<file path="config.mk">
export PLATFORM = sky130hd
export DESIGN_NAME = common_irq_router
export DESIGN_NICKNAME = d
export VERILOG_FILES = /design/src/rtl/cirq_pkg.sv /design/src/rtl/cirq_cfg.sv /design/src/rtl/cirq_pick.sv /design/src/rtl/cirq_lane.sv /design/src/rtl/common_irq_router.sv
export SDC_FILE = /design/constraint.sdc
export NUM_CORES = 1
export LEC_CHECK = 0
export BUFFER_PORTS_ARGS = -buffer_cell sky130_fd_sc_hd__clkbuf_2
export CAP_MARGIN = 15
export CELL_PAD_IN_SITES_DETAIL_PLACEMENT = 1
export CELL_PAD_IN_SITES_GLOBAL_PLACEMENT = 2
export CORE_ASPECT_RATIO = 1.25
export CORE_UTILIZATION = 35
export DETAILED_ROUTE_END_ITERATION = 12
export PLACE_DENSITY_LB_ADDON = 0.1
export SETUP_SLACK_MARGIN = 0.3
export SYNTH_ARGS = -nofsm -noshare
export SYNTH_HDL_FRONTEND = slang
export SYNTH_SLANG_ARGS = --single-unit
</file>
<file path="constraint.sdc">
create_clock -name clk_i -period 5.4 [get_ports clk_i]
set_input_delay 0.27 -clock clk_i [delete_from_list [all_inputs] [get_ports clk_i]]
set_output_delay 0.27 -clock clk_i [all_outputs]
set_load 0.01 [all_outputs]
</file>
<file path="src/rtl/cirq_pkg.sv">
package cirq_pkg;
   typedef enum logic [1:0] {
      OP_DEST   = 2'd0,
      OP_MODE   = 2'd1,
      OP_MASK   = 2'd2,
      OP_ENABLE = 2'd3
   } cirq_op_e;

   localparam int          MODE_LVL_BIT = 4;
   localparam logic [1:0]  DISTR_RR     = 2'b00;
endpackage

</file>
<file path="src/rtl/cirq_cfg.sv">
module cirq_cfg #(
   parameter int NUM_IRQ   = 8,
   parameter int NUM_CORES = 4,
   parameter int DATA_W    = 32,
   parameter int SEL_W     = 3
) (
   input  logic                           clk_i,
   input  logic                           rst_ni,
   input  logic                           cmd_valid_i,
   input  logic [1:0]                     cmd_op_i,
   input  logic [SEL_W-1:0]               cmd_sel_i,
   input  logic [DATA_W-1:0]              cmd_data_i,
   output logic [NUM_IRQ*NUM_CORES-1:0]   dest_o,
   output logic [2*NUM_IRQ-1:0]           distr_o,
   output logic [NUM_IRQ-1:0]             lvl_o,
   output logic [NUM_IRQ-1:0]             mask_o,
   output logic                           en_o
);
   import cirq_pkg::*;

   logic unused_data;
   assign unused_data = ^cmd_data_i;

   cirq_op_e op;
   assign op = cirq_op_e'(cmd_op_i);

   for (genvar i = 0; i < NUM_IRQ; i++) begin : g_slot
      logic hit;
      assign hit = cmd_valid_i && (cmd_sel_i == SEL_W'(i));

      always_ff @(posedge clk_i or negedge rst_ni) begin
         if (!rst_ni) begin
            dest_o[i*NUM_CORES +: NUM_CORES] <= '0;
            distr_o[2*i +: 2]                <= DISTR_RR;
            lvl_o[i]                         <= 1'b1;
            mask_o[i]                        <= 1'b1;
         end else if (hit) begin
            case (op)
               OP_DEST: dest_o[i*NUM_CORES +: NUM_CORES] <= cmd_data_i[NUM_CORES-1:0];
               OP_MODE: begin
                  distr_o[2*i +: 2] <= cmd_data_i[1:0];
                  lvl_o[i]          <= cmd_data_i[MODE_LVL_BIT];
               end
               OP_MASK: mask_o[i] <= cmd_data_i[0];
               default: ;
            endcase
         end
      end
   end

   always_ff @(posedge clk_i or negedge rst_ni) begin
      if (!rst_ni)                                en_o <= 1'b0;
      else if (cmd_valid_i && op == OP_ENABLE)    en_o <= 1'b1;
   end
endmodule

</file>
<file path="src/rtl/cirq_pick.sv">
module cirq_pick #(
   parameter int NUM_CORES = 4,
   parameter int CW        = 2
) (
   input  logic [NUM_CORES-1:0] dest_i,
   input  logic [CW-1:0]        ptr_i,
   input  logic                 rr_i,
   output logic [CW-1:0]        core_o,
   output logic [CW-1:0]        next_o
);
   if (NUM_CORES == 1) begin : g_single
      logic unused_in;
      assign unused_in = ^{dest_i, ptr_i, rr_i};
      assign core_o    = '0;
      assign next_o    = '0;
   end else begin : g_multi
      always_comb begin
         core_o = '0;
         for (int off = NUM_CORES - 1; off >= 0; off--) begin
            int idx;
            idx = rr_i ? ((int'(ptr_i) + off) % NUM_CORES) : off;
            if (dest_i[idx]) core_o = CW'(idx);
         end
         next_o = (core_o == CW'(NUM_CORES - 1)) ? '0 : core_o + 1'b1;
      end
   end
endmodule

</file>
<file path="src/rtl/cirq_lane.sv">
module cirq_lane #(
   parameter int NUM_CORES = 4,
   parameter int CW        = 2
) (
   input  logic                 clk_i,
   input  logic                 rst_ni,
   input  logic                 irq_i,
   input  logic                 ok_i,
   input  logic                 lvl_i,
   input  logic                 rr_i,
   input  logic [NUM_CORES-1:0] dest_i,
   output logic                 active_o,
   output logic [CW-1:0]        core_o
);
   logic          prev_q;
   logic [CW-1:0] ptr_q;
   logic [CW-1:0] pick_core, pick_next;
   logic          start;

   cirq_pick #(.NUM_CORES(NUM_CORES), .CW(CW)) u_pick (
      .dest_i (dest_i),
      .ptr_i  (ptr_q),
      .rr_i   (rr_i),
      .core_o (pick_core),
      .next_o (pick_next)
   );

   assign start = ok_i && (lvl_i ? (irq_i && !active_o) : (irq_i && !prev_q));

   always_ff @(posedge clk_i or negedge rst_ni) begin
      if (!rst_ni) begin
         prev_q   <= 1'b0;
         active_o <= 1'b0;
         core_o   <= '0;
         ptr_q    <= '0;
      end else begin
         prev_q <= irq_i;
         if (start) begin
            active_o <= 1'b1;
            core_o   <= pick_core;
            ptr_q    <= pick_next;
         end else begin
            active_o <= lvl_i && active_o && irq_i && ok_i;
         end
      end
   end
endmodule

</file>
<file path="src/rtl/common_irq_router.sv">
module common_irq_router #(
   parameter int  NUM_IRQ   = 8,
   parameter int  NUM_CORES = 4,
   parameter int  LINE_BASE = 24,
   parameter int  DATA_W    = 32,
   localparam int SEL_W     = (NUM_IRQ > 1) ? $clog2(NUM_IRQ) : 1,
   localparam int LINE_W    = LINE_BASE + NUM_IRQ
) (
   input  logic                        clk_i,
   input  logic                        rst_ni,
   input  logic                        cmd_valid_i,
   input  logic [1:0]                  cmd_op_i,
   input  logic [SEL_W-1:0]            cmd_sel_i,
   input  logic [DATA_W-1:0]           cmd_data_i,
   input  logic [NUM_IRQ-1:0]          irq_i,
   output logic [NUM_CORES*LINE_W-1:0] irq_lines_o
);
   import cirq_pkg::*;

   localparam int CW = (NUM_CORES > 1) ? $clog2(NUM_CORES) : 1;

   if (NUM_CORES < 1 || NUM_CORES > 16) begin : g_bad_cores
      $error("NUM_CORES must lie in 1..16");
   end
   if (NUM_IRQ < 1) begin : g_bad_irq
      $error("NUM_IRQ must be at least 1");
   end
   if (DATA_W <= MODE_LVL_BIT || DATA_W < NUM_CORES) begin : g_bad_data
      $error("DATA_W too narrow for mode word or core mask");
   end
   if (LINE_BASE < 0) begin : g_bad_base
      $error("LINE_BASE must not be negative");
   end

   logic [NUM_IRQ*NUM_CORES-1:0] cfg_dest;
   logic [2*NUM_IRQ-1:0]         cfg_distr;
   logic [NUM_IRQ-1:0]           cfg_lvl;
   logic [NUM_IRQ-1:0]           cfg_mask;
   logic                         cfg_en;
   logic [NUM_IRQ-1:0]           fwd_ok;
   logic [NUM_IRQ-1:0]           lane_act;
   logic [CW-1:0]                lane_core [NUM_IRQ];

   cirq_cfg #(
      .NUM_IRQ(NUM_IRQ), .NUM_CORES(NUM_CORES), .DATA_W(DATA_W), .SEL_W(SEL_W)
   ) u_cfg (
      .clk_i       (clk_i),
      .rst_ni      (rst_ni),
      .cmd_valid_i (cmd_valid_i),
      .cmd_op_i    (cmd_op_i),
      .cmd_sel_i   (cmd_sel_i),
      .cmd_data_i  (cmd_data_i),
      .dest_o      (cfg_dest),
      .distr_o     (cfg_distr),
      .lvl_o       (cfg_lvl),
      .mask_o      (cfg_mask),
      .en_o        (cfg_en)
   );

   for (genvar n = 0; n < NUM_IRQ; n++) begin : g_lane
      assign fwd_ok[n] = cfg_en && !cfg_mask[n] && (|cfg_dest[n*NUM_CORES +: NUM_CORES]);

      cirq_lane #(.NUM_CORES(NUM_CORES), .CW(CW)) u_lane (
         .clk_i    (clk_i),
         .rst_ni   (rst_ni),
         .irq_i    (irq_i[n]),
         .ok_i     (fwd_ok[n]),
         .lvl_i    (cfg_lvl[n]),
         .rr_i     (cfg_distr[2*n +: 2] == DISTR_RR),
         .dest_i   (cfg_dest[n*NUM_CORES +: NUM_CORES]),
         .active_o (lane_act[n]),
         .core_o   (lane_core[n])
      );
   end

   for (genvar c = 0; c < NUM_CORES; c++) begin : g_core
      if (LINE_BASE > 0) begin : g_rsvd
         assign irq_lines_o[c*LINE_W +: LINE_BASE] = '0;
      end
      for (genvar n = 0; n < NUM_IRQ; n++) begin : g_line
         assign irq_lines_o[c*LINE_W + LINE_BASE + n] =
            lane_act[n] && (lane_core[n] == CW'(c));
      end
   end
endmodule

</file>
Yosys cells after proc, flatten, opt, wreduce, memory -nomap -nowiden
Cells that the tools add are included.
{"block": "word_totals", "register_bits": 113, "latch_bits": 0, "mem_bits_rw": 0, "romBits": 0, "wordCells": 582, "n_memories": 0}
{"block": "classes", "n_addsub": 32, "multipliers": 0, "n_div": 0, "n_lt_le_gt_ge": 32, "eq_ne": 42, "shift": 0, "muxes": 184, "bitwise": 24, "n_reduce_logical": 203}
{"operator": "$lt 32x4->1 const B", "count": 24}
{"operator": "$mux 32", "count": 24}
{"operator": "$logic_and 1x1->1", "count": 105}
{"operator": "$mux 2", "count": 48}
{"operator": "$mux 1", "count": 80}
{"operator": "$bmux 1 s2", "count": 32}
{"operator": "$eq 2x2->1 const B", "count": 26}
{"operator": "$reduce_and 2->1", "count": 24}
{"operator": "$reduce_or 2->1", "count": 24}
{"operator": "$logic_not 2->1", "count": 17}
{"operator": "$add 2x1->2 const B", "count": 16}
{"operator": "$add 2x2->2 const B", "count": 16}
{"operator": "$reduce_or 4->1", "count": 8}
{"operator": "$and 1x1->1 const A", "count": 24}
{"operator": "$logic_not 1->1", "count": 24}
{"operator": "$lt 2x3->1 const B", "count": 8}
{"operator": "$eq 2x1->1 const B", "count": 9}
{"operator": "$eq 3x3->1 const B", "count": 4}
{"operator": "$eq 3x2->1 const B", "count": 2}
{"operator": "$eq 3x1->1 const B", "count": 1}
{"operator": "$logic_not 3->1", "count": 1}

Logic depth before layout (Yosys ltp)
Gate-level depths: netlist (run 1).
{"block": "depth", "word_depth": 13, "ltp_mapped": 8}

Cells and area by module
Synthesis (run 1) repeated with hierarchy kept, for this count alone.
{"block": "hier_totals", "cells_unflattened": 620, "area_unflattened_um2": 6821.5}
{"mod": "cirq_cfg", "n_inst": 1, "cells_per_inst": 172, "area_per_inst_um2": 2668.8, "seq_area_each_um2": 1646.6}
{"mod": "cirq_lane", "n_inst": 8, "cells_per_inst": 15, "area_per_inst_um2": 236.5, "seq_area_each_um2": 150.1}
{"mod": "common_irq_router", "n_inst": 1, "cells_per_inst": 161, "area_per_inst_um2": 1104.8, "seq_area_each_um2": 0.0}
{"mod": "cirq_pick (g_lane[0].u_lane.u_pick ...)", "n_inst": 7, "cells_per_inst": 19, "area_per_inst_um2": 127.6, "seq_area_each_um2": 0.0}
{"mod": "cirq_pick (g_lane[7].u_lane.u_pick)", "n_inst": 1, "cells_per_inst": 34, "area_per_inst_um2": 262.8, "seq_area_each_um2": 0.0}

Least setup slack after synthesis (run 1)
No wires, ideal clock.
{"block": "synth_timing", "kind": "reg2reg", "from": "register u_cfg.distr_o[9]", "to": "register g_lane[4].u_lane.ptr_q[1]", "setup_ps": 125, "arrival_ps": 2003, "required_time_ps": 5275, "setup_slack_ps": 3273, "path_stages_with_launch": 8, "n_path_buf": 0, "synth_period_minus_slack_ps": 2127, "cell_sequence": "dfrtp_1 > or3b_1 > mux2_1 > a22oi_2 > o221ai_2 > nor2_1 > ha_1 > mux2_2"}
{"block": "synth_via", "elab_chain_len": 11, "elab_cells_between_ends": 24, "cone_classes": "add/sub (1); eq/ne (1); mux (21); reduce/logical (1)"}
{"item": "start: declaration", "line": "cirq_cfg.sv:14", "source": "output logic [2*NUM_IRQ-1:0] distr_o,"}
{"item": "start signal: indexed assignment", "line": "cirq_cfg.sv:41", "source": "distr_o[2*i +: 2] <= cmd_data_i[1:0];"}
{"item": "$logic_not 2->1 *", "line": "common_irq_router.sv:69", "source": ".rr_i (cfg_distr[2*n +: 2] == DISTR_RR),"}
{"item": "$mux 32", "line": "cirq_pick.sv:21", "source": "idx = rr_i ? ((int'(ptr_i) + off) % NUM_CORES) : off;"}
{"item": "$bmux 1 s2", "line": "cirq_pick.sv:22", "source": "if (dest_i[idx]) core_o = CW'(idx);"}
{"item": "$mux 1 (implied by the code) (2 in series)", "line": "cirq_pick.sv:22"}
{"item": "$mux 2 (3 in series)", "line": "cirq_pick.sv:22"}
{"item": "$mux 2 *", "line": "cirq_pick.sv:22"}
{"item": "net g_lane[4].u_lane.pick_core[0]", "line": "cirq_lane.sv:17", "source": "logic [CW-1:0] pick_core, pick_next;"}
{"item": "$add 2x1->2 or $eq 2x2->1 (tied branches)", "line": "cirq_pick.sv:24", "source": "next_o = (core_o == CW'(NUM_CORES - 1)) ? '0 : core_o + 1'b1;"}
{"item": "$mux 2 *", "line": "cirq_pick.sv:24"}
{"item": "net g_lane[4].u_lane.pick_next[1]", "line": "cirq_lane.sv:17"}
{"item": "end signal: assignment", "line": "cirq_lane.sv:41", "source": "ptr_q <= pick_next;"}
{"item": "end: declaration", "line": "cirq_lane.sv:16", "source": "logic [CW-1:0] ptr_q;"}
Mark *: on every way through the listed nets, which the timed path passes. The rest lies on a longest branch. The select of a mux whose other input is x is not followed.
A chain may end at the register's enable or synchronous reset.

Worst setup path in the final report (run 1)
{"block": "layout_timing", "from": "register u_cfg.distr_o[5]", "to": "register g_lane[2].u_lane.ptr_q[1]"}
{"block": "layout_via", "elab_chain_len": 11, "elab_cells_between_ends": 24, "cone_classes": "add/sub (1); eq/ne (1); mux (21); reduce/logical (1)"}
{"item": "$logic_not 2->1 *", "line": "common_irq_router.sv:69"}
{"item": "$mux 32", "line": "cirq_pick.sv:21"}
{"item": "$bmux 1 s2", "line": "cirq_pick.sv:22"}
{"item": "$mux 1 (implied by the code) (2 in series)", "line": "cirq_pick.sv:22"}
{"item": "$mux 2 (3 in series)", "line": "cirq_pick.sv:22"}
{"item": "$mux 2 *", "line": "cirq_pick.sv:22"}
{"item": "net g_lane[2].u_lane.pick_core[0]", "line": "cirq_lane.sv:17"}
{"item": "$add 2x1->2 or $eq 2x2->1 (tied branches)", "line": "cirq_pick.sv:24"}
{"item": "$mux 2 *", "line": "cirq_pick.sv:24"}
{"item": "net g_lane[2].u_lane.pick_next[1]", "line": "cirq_lane.sv:17"}
{"item": "end signal: assignment", "line": "cirq_lane.sv:41"}
{"item": "end: declaration", "line": "cirq_lane.sv:16"}
Marked as above.

==> impl_metrics.tcl, run 1 <==
set metrics [dict create \
    maxSlewViolCount 0 \
    startpoint "u_cfg.distr_o[5]" \
    min_period_ns 2.35 \
    yosysSeqAreaShare_pct 41.2 \
    grt_pass1_vias 5277 \
    netlist.area_leader.share_pct 35.1 \
    worstPathArrival_ns 2.65 \
    whs_ns -0.0288 \
    hold_buffers 8 \
    worst_clock_skew_ns 0.00501 \
    viasPerCell 4.92 \
    root_buffer "clkbuf_16" \
    ys_warn_count 0 \
    switching_share_pct 34.9 \
    power_w 0.00366 \
    rows 57 \
    tightestPinTransition_ns 0.864 \
    ant_nets 0 \
    synth_ff_type "dfrtp_1" \
    die_x_um 128 \
    yosys.area.top_type "dfrtp_1" \
    cts_sinks 113 \
    finalSetupTns_ns 0 \
    cts_setup_buffers 0 \
    finalCritPeriodShare_pct 43.5 \
    n_antenna_cell 0 \
    synth_area_um2 6910 \
    synth_top_cells_by_area "dfrtp_1 35%, mux2_2 12%, buf_4 11%, dfstp_2 6.1%, nand2_1 4.0%" \
    grt_pass1_wl_um 27400 \
    areaGrowthSynthToFinish_pct 11.9 \
    p_sw_w 0.00128 \
    final_area_um2 7730 \
    die_area_um2 20300 \
    async_flop_share_pct 100 \
    cts-buffers-inserted 17 \
    end_kind "flop" \
    setup_viol 0 \
    clock_latency_ns 0.42 \
    p_comb_share_pct 28.3 \
    track_usage_pct 17.1 \
    gr-total-overflow 0 \
    outcome "complete, but fails checks" \
    powerDensity_nw_per_um2 473 \
    layout.nets 813 \
    min_path_type "in -> async" \
    wl_per_cell_um 16.0 \
    hpwlAfterDp_um 11800 \
    cts_buffer_depth 2 \
    violations "hold timing" \
    leakage_nw 3.52 \
    cts_tree "yes" \
    post_cts_resized 0 \
    start_util_pct 35.6 \
    worst_slew_margin_rel_pct 42.4 \
    synth_enable_flop_cells 0 \
    p_seq_share_pct 39.1 \
    intPower_w 0.00238 \
    drc 0 \
    clkTransAtPathRegs_ns 0.05 \
    placed_cell_area_um2 7030 \
    rsz0062_at_grt "no" \
    vias 5115 \
    io_buffers 52 \
    dr.pass1.iters 4 \
    clkPwrFrac_pct 32.6 \
    layout-drive-gt1-share_pct 24.4 \
    die_h_um 159 \
    reg2reg_from "u_cfg.distr_o[5]" \
    worstPathRequired_ns 5.70 \
    mostFrequentLayoutCells "97 x dfrtp_1, 96 x conb_1, 73 x nand2_1, 73 x mux2_2, 55 x nor2_1" \
    syn_inst 704 \
    io_pins 176 \
    grt_max_degree 64 \
    cp-start-kind "flop" \
    drt_first_iter_violations 199 \
    clock.fmax_mhz 426 \
    synth-seq-cells 113 \
    drt-total-wl_um 16600 \
    path_max_fanout 4 \
    syn_avg_cell_area_um2 9.81 \
    h-tree-depth 4 \
    core-area_um2 19400 \
    maxCapViolCount 0 \
    fin_util_pct 39.9 \
    gp_congestion 0.819 \
    crit_type "reg -> reg" \
    hold_viol 36 \
    antenna_found_initial 0 \
    ir_drop_uv 206 \
    synth_cell_types 70 \
    final_common_cell "dfrtp_1" \
]
## state kept, by name (all words and copies together), names as in the netlist
name and count:
u_cfg.dest_o 32, g_lane.u_lane.core_o 16, g_lane.u_lane.ptr_q 16, u_cfg.distr_o 16, g_lane.u_lane.active_o 8, g_lane.u_lane.prev_q 8
u_cfg.lvl_o 8, u_cfg.mask_o 8, u_cfg.en_o 1
## final cells by class
| type | instances | area (µm²) |
|---|---|---|
| Clock buffer | 21 | 460 |
| Clock inverter | 11 | 160 |
| Inverter | 16 | 60.1 |
| Multi-Input combinational cell | 553 | 3520 |
| Fill cell | 2278 | 11700 |
| Timing Repair Buffer | 61 | 350 |
| Sequential cell | 113 | 2850 |
| Tap cell | 265 | 332 |
## worst max-delay path, stage by stage, from the launching register on
cell and delay [ns]:
dfrtp_1 0.40, or3b_1 0.45, mux2_1 0.33, a22oi_1 0.16
o221ai_1 0.19, nor2_1 0.20, ha_1 0.25, mux2_2 0.25
## cells in the mapped netlist (4+ instances only)
| library cell | number |
|---|---|
| buf_4 | 99 |
| dfrtp_1 | 97 |
| mux2_2 | 73 |
| nand2_1 | 73 |
| nor2_1 | 55 |
| a21oi_1 | 30 |
| o21ai_0 | 22 |
| dfstp_2 | 16 |
| inv_1 | 16 |
| mux2i_1 | 15 |
| nor2b_1 | 14 |
| nor3b_1 | 14 |
| nor3_1 | 12 |
| and3_1 | 9 |
| clkbuf_1 | 9 |
| nand2b_1 | 9 |
| nand4b_1 | 9 |
| buf_2 | 7 |
| nand3_1 | 7 |
| o31ai_1 | 7 |
| a31oi_1 | 5 |
| o21ai_1 | 5 |
| or3b_1 | 5 |
| or4_1 | 5 |
| and3b_1 | 4 |
| mux2_1 | 4 |
| o21bai_1 | 4 |
| o221ai_1 | 4 |
| o22a_1 | 4 |
| o22ai_1 | 4 |
## metrics by stage
step                std cells  setup slack [ns]
floorplan                 799              3.27
global placement         1000              3.16
detailed placement       1000              3.07
CTS                      1040              3.05
global route             1040              2.94
finish                   1040              3.05
## layer usage
| layer | vias to the layer above | global-route usage, % | routed length [µm] |
|---|---|---|---|
| met5 | - | 0 | 0 |
| met4 | 0 | 6.90 | 294 |
| met3 | 22 | 3.49 | 515 |
| met2 | 97 | 30.7 | 8840 |
| met1 | 2579 | 19.7 | 6980 |
| li1 | 2417 | - | - |
## power groups by stage
stage | Sequential (W) | Combinational, W | Clock [W]
floorplan | 0.00126 | 0.000983 | 0
global placement | 0.00142 | 0.000985 | 0
detailed placement | 0.00144 | 0.00104 | 0
CTS | 0.00143 | 0.00105 | 0.00122
global route | 0.00148 | 0.00116 | 0.00126
finish | 0.00143 | 0.00104 | 0.00119
## final timing paths
check                                            endpoint  slack [ns]  depth (start not counted)
worst max-delay path            g_lane[2].u_lane.ptr_q[1]        3.05                          7
min in group clk_i                             u_cfg.en_o        0.21                          2
worst min-delay path            g_lane[4].u_lane.ptr_q[0]       -0.03                          1
worst min register to register  g_lane[2].u_lane.active_o        0.43                          1
worst max register to register  g_lane[2].u_lane.ptr_q[1]        3.05                          7
max in group asynchronous                u_cfg.distr_o[5]        4.23                          2
## cells by family after synthesis
kind of cell | count (synthesis) | synth area share [%]
AND/OR/NAND/NOR | 241 | 18.7
buffers and inverters | 133 | 13.0
AO/OA/AOI/OAI | 117 | 11.3
flip-flops | 113 | 41.2
multiplexers | 92 | 14.7
XOR/XNOR | 4 | 0.507
adder cells (fa/ha/maj) | 3 | 0.544
other | 1 | 0.0543
Note: power is estimated with default switching activity, not from simulation.
==> run 2: changes to the inputs <==
--- a/config.mk
+++ b/config.mk
@@ -10,7 +10,7 @@
 export CELL_PAD_IN_SITES_DETAIL_PLACEMENT = 1
 export CELL_PAD_IN_SITES_GLOBAL_PLACEMENT = 2
 export CORE_ASPECT_RATIO = 1.25
-export CORE_UTILIZATION = 35
+export CORE_UTILIZATION = 33
 export DETAILED_ROUTE_END_ITERATION = 12
 export PLACE_DENSITY_LB_ADDON = 0.1
 export SETUP_SLACK_MARGIN = 0.3
==> constraint.sdc (replaced) <==
create_clock -name clk_i -period 2.35 [get_ports clk_i]
set_input_delay 0.1175 -clock clk_i [delete_from_list [all_inputs] [get_ports clk_i]]
set_output_delay 0.1175 -clock clk_i [all_outputs]
set_load 0.01 [all_outputs]
==> impl_metrics.tcl, run 2 (same netlist as run 1, synthesis figures left out) <==
set metrics [dict create \
    outcome "finished clean" \
    mostFrequentLayoutCells "96 x conb_1, 92 x dfrtp_1, 73 x nand2_1, 73 x mux2_2, 52 x nor2_1" \
    clkTransAtPathRegs_ns 0.05 \
    ff2ff_path_depth 7 \
    numPlacedInstances 1008 \
    hold_end "u_cfg.en_o" \
    cts_buffer_depth 2 \
    n_antenna_cell 0 \
    r2r-end "g_lane[2].u_lane.ptr_q[1]" \
    min_path_type "in -> reg" \
    powerDensity_nw_per_um2 1090 \
    final_area_um2 8070 \
    layoutNonFillerInstCount 1073 \
    ant_nets 0 \
    drt_first_iter_violations 200 \
    hold_viol 0 \
    start_util_pct 34.0 \
    areaGrowthSynthToFinish_pct 16.8 \
    grt_max_degree 57 \
    die_h_um 164 \
    root_buffer "clkbuf_16" \
    pre_cts_ws_ns 0.0881 \
    path_max_fanout 2 \
    maxSlewViolCount 0 \
    rows 58 \
    reg2reg_from "u_cfg.distr_o[5]" \
    die_area_um2 21500 \
    grt_use_met1_pct 19.5 \
    h-tree-depth 4 \
    clock_latency_ns 0.41 \
    die_x_um 131 \
    clock.fmax_mhz 468 \
    end_kind "flop" \
    regMostFlops "u_cfg.dest_o" \
    setup_ws_ns 0.212 \
    gr-total-overflow 0 \
    dr.pass1.iters 4 \
    vias 5176 \
    use_met3_pct 3.95 \
    fin_util_pct 39.7 \
    worst_slew_margin_rel_pct 54.1 \
    setup_viol 0 \
    rsz0062_at_grt "yes" \
    grt_pass1_wl_um 27900 \
    io_pins 176 \
    fillers 2379 \
    final_common_cell "conb_1" \
    regToRegSetupSlack_ns 0.21 \
    placed_cell_area_um2 7080 \
    worstHoldStart "cmd_valid_i" \
    min_period_ns 2.14 \
    multi_input_area_um2 3600 \
    worstPathRequired_ns 2.65 \
    worstPathArrival_ns 2.43 \
    worst_clock_skew_ns 0.00383 \
    grt_pass1_vias 5363 \
    cts-buffers-inserted 17 \
    core-area_um2 20300 \
    largest_reg_flops 32 \
    crit_type "reg -> reg" \
    antenna_found_initial 1 \
    top_usage_layer "met2" \
    leakage_nw 3.68 \
    layout.nets 841 \
    drc 0 \
    cts_sinks 113 \
    grtUsageMet2_pct 29.3 \
    hpwlAfterDp_um 11900 \
    gp_congestion 0.748 \
    io_buffers 52 \
    drt-total-wl_um 17000 \
    seqCellArea_um2 2850 \
    maxCapViolCount 0 \
    cts_tree "yes" \
    cp-start-kind "flop" \
    viasPerCell 4.82 \
    layout-drive-gt1-share_pct 29.4 \
    tightestPinTransition_ns 0.683 \
    finalCritPeriodShare_pct 91.0 \
    ir_drop_uv 465 \
    track_usage_pct 16.4 \
    finalSetupTns_ns 0 \
    wl_per_cell_um 15.8 \
    whs_path_depth 2 \
]
run 2: cell types whose count changed in the layout (fill, tap and decap cells not counted), moves of 3 or more:
cell / delta
dfrtp_2: +5
nor2_2: +3
clkbuf_8: +3
nor2_1: -3
dfrtp_1: -5
buf_6: +3
buf_4: +23
run 2: cell type report:
class | instances | area share [%]
clock buffers | 23 | 6.17
clock inverters | 9 | 1.58
inverters | 16 | 0.744
multi-input cells | 553 | 44.7
flip-flops and latches | 113 | 35.4
well taps | 270 | 4.19
repair buffers | 89 | 7.27
run 2: per-layer routing:
metal | share of wire (%) | up-vias | wire length [µm]
li1 | - | 2481 | -
met1 | 44 | 2584 | 7490
met2 | 51 | 96 | 8700
met3 | 3.9 | 13 | 662
met4 | 0.84 | 2 | 143
met5 | 0.071 | - | 12
run 2: stage by stage:
step | hold WS (ns) | total power (W)
final | 0.0542 | 0.00881
after floorplan | -0.178 | 0.00516
after global routing | 0.0654 | 0.00941
after detailed placement | 0.0942 | 0.00572
after CTS | 0.0277 | 0.00870
after global placement | 0.0903 | 0.00556
run 2: worst max-delay path by stage:
| stage | from | end | slack (ns) | cells past startpoint |
|---|---|---|---|---|
| 6_report | u_cfg.distr_o[5] | g_lane[2].u_lane.ptr_q[1] | 0.21 | 7 |
| 5_1_grt | u_cfg.distr_o[5] | g_lane[2].u_lane.ptr_q[1] | 0.12 | 7 |
| 4_1_cts | u_cfg.distr_o[8] | g_lane[4].u_lane.ptr_q[1] | 0.22 | 7 |
| 3_5_place_dp | u_cfg.distr_o[4] | g_lane[2].u_lane.ptr_q[1] | 0.09 | 7 |
| 3_3_place_gp | u_cfg.distr_o[4] | g_lane[2].u_lane.ptr_q[1] | 0.13 | 7 |
| 2_1_floorplan | u_cfg.distr_o[4] | g_lane[2].u_lane.ptr_q[1] | 0.23 | 7 |
run 2: worst max-delay path, stage by stage, from the launching register on:
cell,delay (ns)
dfrtp_1,0.38
or3b_4,0.41
mux2_4,0.31
a22oi_2,0.13
o221ai_2,0.14
nor2_2,0.15
ha_1,0.24
mux2_2,0.26
run 2: timing repair:
action                     in CTS  in global routing
cloned                          0                  0
resized for setup               8                 14
hold endpoints to repair       44                  0
hold buffers                    9                  0
setup endpoints to repair       5                 11
pin swaps                       8                  3
buffers inserted               15                  9
run 2: power breakdown:
part | internal, W | total (W) | leakage, nW | switching [W]
Clock | 0.00180 | 0.00271 | 0.301 | 0.000907
Combinational | 0.00147 | 0.00285 | 2.01 | 0.00138
Sequential | 0.00250 | 0.00324 | 1.37 | 0.000745
Total | 0.00577 | 0.00881 | 3.68 | 0.00304
==> run 3: changes to the inputs <==
--- a/config.mk
+++ b/config.mk
@@ -12,6 +12,7 @@
 export CORE_ASPECT_RATIO = 1.25
 export CORE_UTILIZATION = 33
 export DETAILED_ROUTE_END_ITERATION = 12
+export GPL_TIMING_DRIVEN = 0
 export PLACE_DENSITY_LB_ADDON = 0.1
 export SETUP_SLACK_MARGIN = 0.3
 export SYNTH_ARGS = -nofsm -noshare
==> impl_metrics.tcl, run 3 (same netlist as run 1, synthesis figures left out) <==
set metrics [dict create \
    die_h_um 164 \
    use_met3_pct 4.54 \
    maxCapViolCount 0 \
    drt_first_iter_violations 166 \
    areaGrowthSynthToFinish_pct 28.3 \
    start_util_pct 34.0 \
    rsz0062_at_grt "yes" \
    switching_share_pct 34.1 \
    gp_congestion 0.789 \
    grt_pass1_wl_um 28600 \
    ant_nets 0 \
    io_buffers 50 \
    whs_ns 0.0507 \
    rows 58 \
    cts_buffer_depth 2 \
    hold_end "u_cfg.en_o" \
    worstHoldStart "cmd_valid_i" \
    hold_viol 0 \
    root_buffer "clkbuf_16" \
    drc 0 \
    reg2reg_from "u_cfg.distr_o[9]" \
    path_delay_family "multiplexers" \
    intPower_w 0.00592 \
    crit_type "reg -> reg" \
    min_path_type "in -> reg" \
    slowest_delay_ns 0.41 \
    setup_viol 0 \
    leakage_nw 4.25 \
    core-area_um2 20300 \
    p_sw_w 0.00306 \
    ir_drop_uv 486 \
    vias 5568 \
    setup_ws_ns 0.211 \
    clkTransAtPathRegs_ns 0.05 \
    hpwlAfterDp_um 12600 \
    cp.buffers_inverters 0 \
    dr.pass1.iters 4 \
    powerDensity_nw_per_um2 1010 \
    min_period_ns 2.14 \
    p_seq_share_pct 34.0 \
    viasPerCell 4.72 \
    outcome "finished clean" \
    layout-drive-gt1-share_pct 37.0 \
    grt_max_degree 114 \
    final_common_cell "buf_4" \
    pre_cts_ws_ns 0.0480 \
    ff2ff_path_depth 7 \
    gr-total-overflow 0 \
    grt_use_met1_pct 18.6 \
    r2r-end "g_lane[4].u_lane.ptr_q[1]" \
    finalCritPeriodShare_pct 91.0 \
    die_area_um2 21500 \
    end_kind "flop" \
    wl_per_cell_um 14.9 \
    worstPathArrival_ns 2.44 \
    antenna_found_initial 2 \
    worstPathCellList "or3b_4 -> mux2_4 -> a22oi_2 -> o221ai_2 -> nor2_2 -> ha_1 -> mux2_2" \
    layout.nets 947 \
    die_x_um 131 \
    clock_latency_ns 0.42 \
    largest_reg_flops 32 \
    h-tree-depth 4 \
    drt-total-wl_um 17500 \
    io_pins 176 \
    cts_sinks 113 \
    regMostFlops "u_cfg.dest_o" \
    top_usage_layer "met2" \
    finalSetupTns_ns 0 \
    worst_slew_margin_rel_pct 56.1 \
    cts_tree "yes" \
    grtUsageMet2_pct 30.8 \
    n_antenna_cell 0 \
    whs_path_depth 2 \
    track_usage_pct 16.7 \
    cp-start-kind "flop" \
    worstPathRequired_ns 2.65 \
    clock.fmax_mhz 468 \
    tightestPinTransition_ns 0.654 \
    regToRegSetupSlack_ns 0.21 \
    mostFrequentLayoutCells "117 x buf_4, 96 x conb_1, 96 x dfrtp_1, 73 x nand2_1, 73 x mux2_2" \
    maxSlewViolCount 0 \
    clkPwrFrac_pct 29.6 \
    critical_path.slowest_cell "dfrtp_1" \
    cts-buffers-inserted 17 \
    p_comb_share_pct 36.4 \
    fin_util_pct 43.6 \
    worst_clock_skew_ns 0.00803 \
    path_max_fanout 4 \
    grt_pass1_vias 5661 \
]
[run 3: metrics by stage]
| step | total power [W] | std cells | area [µm²] |
|---|---|---|---|
| floorplan | 0.00516 | 799 | 7270 |
| global placement | 0.00574 | 1119 | 7860 |
| detailed placement | 0.00594 | 1120 | 7900 |
| CTS | 0.00879 | 1169 | 8690 |
| global route | 0.00959 | 1179 | 8860 |
| finish | 0.00898 | 1179 | 8860 |
[run 3: power by group through the flow]
stage | logic, W | registers (W) | clock network, W
after floorplan | 0.00228 | 0.00289 | 0
after global placement | 0.00270 | 0.00303 | 0
after detailed placement | 0.00286 | 0.00308 | 0
after CTS | 0.00301 | 0.00305 | 0.00272
after global routing | 0.00362 | 0.00315 | 0.00282
final | 0.00327 | 0.00305 | 0.00266
[run 3: layout make-up]
cell class	count	area, µm²
Tap cell	270	338
Clock inverter	5	100
Inverter	16	60.1
Buffer	117	846
Clock buffer	27	513
Timing Repair Buffer	78	512
Multi-Input combinational cell	553	3640
Sequential cell	113	2850
Fill cell	2401	11500
[run 3: worst max-delay path by stage]
| stage | from | to | slack (ns) | depth (start not counted) |
|---|---|---|---|---|
| 2_1_floorplan | u_cfg.distr_o[4] | g_lane[2].u_lane.ptr_q[1] | 0.23 | 7 |
| 3_3_place_gp | rst_ni | g_lane[6].u_lane.core_o[0] | -0.49 | 1 |
| 3_5_place_dp | u_cfg.distr_o[4] | g_lane[2].u_lane.ptr_q[1] | 0.05 | 7 |
| 4_1_cts | u_cfg.distr_o[8] | g_lane[4].u_lane.ptr_q[1] | 0.18 | 7 |
| 5_1_grt | u_cfg.distr_o[9] | g_lane[4].u_lane.ptr_q[1] | 0.12 | 7 |
| 6_report | u_cfg.distr_o[9] | g_lane[4].u_lane.ptr_q[1] | 0.21 | 7 |
[run 3: what timing repair did]
action	in CTS	in global routing
resized for setup	6	26
endpoints found under the setup margin	5	13
hold buffers	9	0
pin swaps	7	4
hold endpoints to repair	113	0
setup buffers	8	10
[run 3: layer usage]
| layer | share of wire [%] | vias to the layer above |
|---|---|---|
| met3 | 3.9 | 23 |
| met1 | 41 | 2731 |
| met4 | 1.5 | 2 |
| met2 | 53 | 111 |
| met5 | 0.057 | - |
| li1 | - | 2701 |
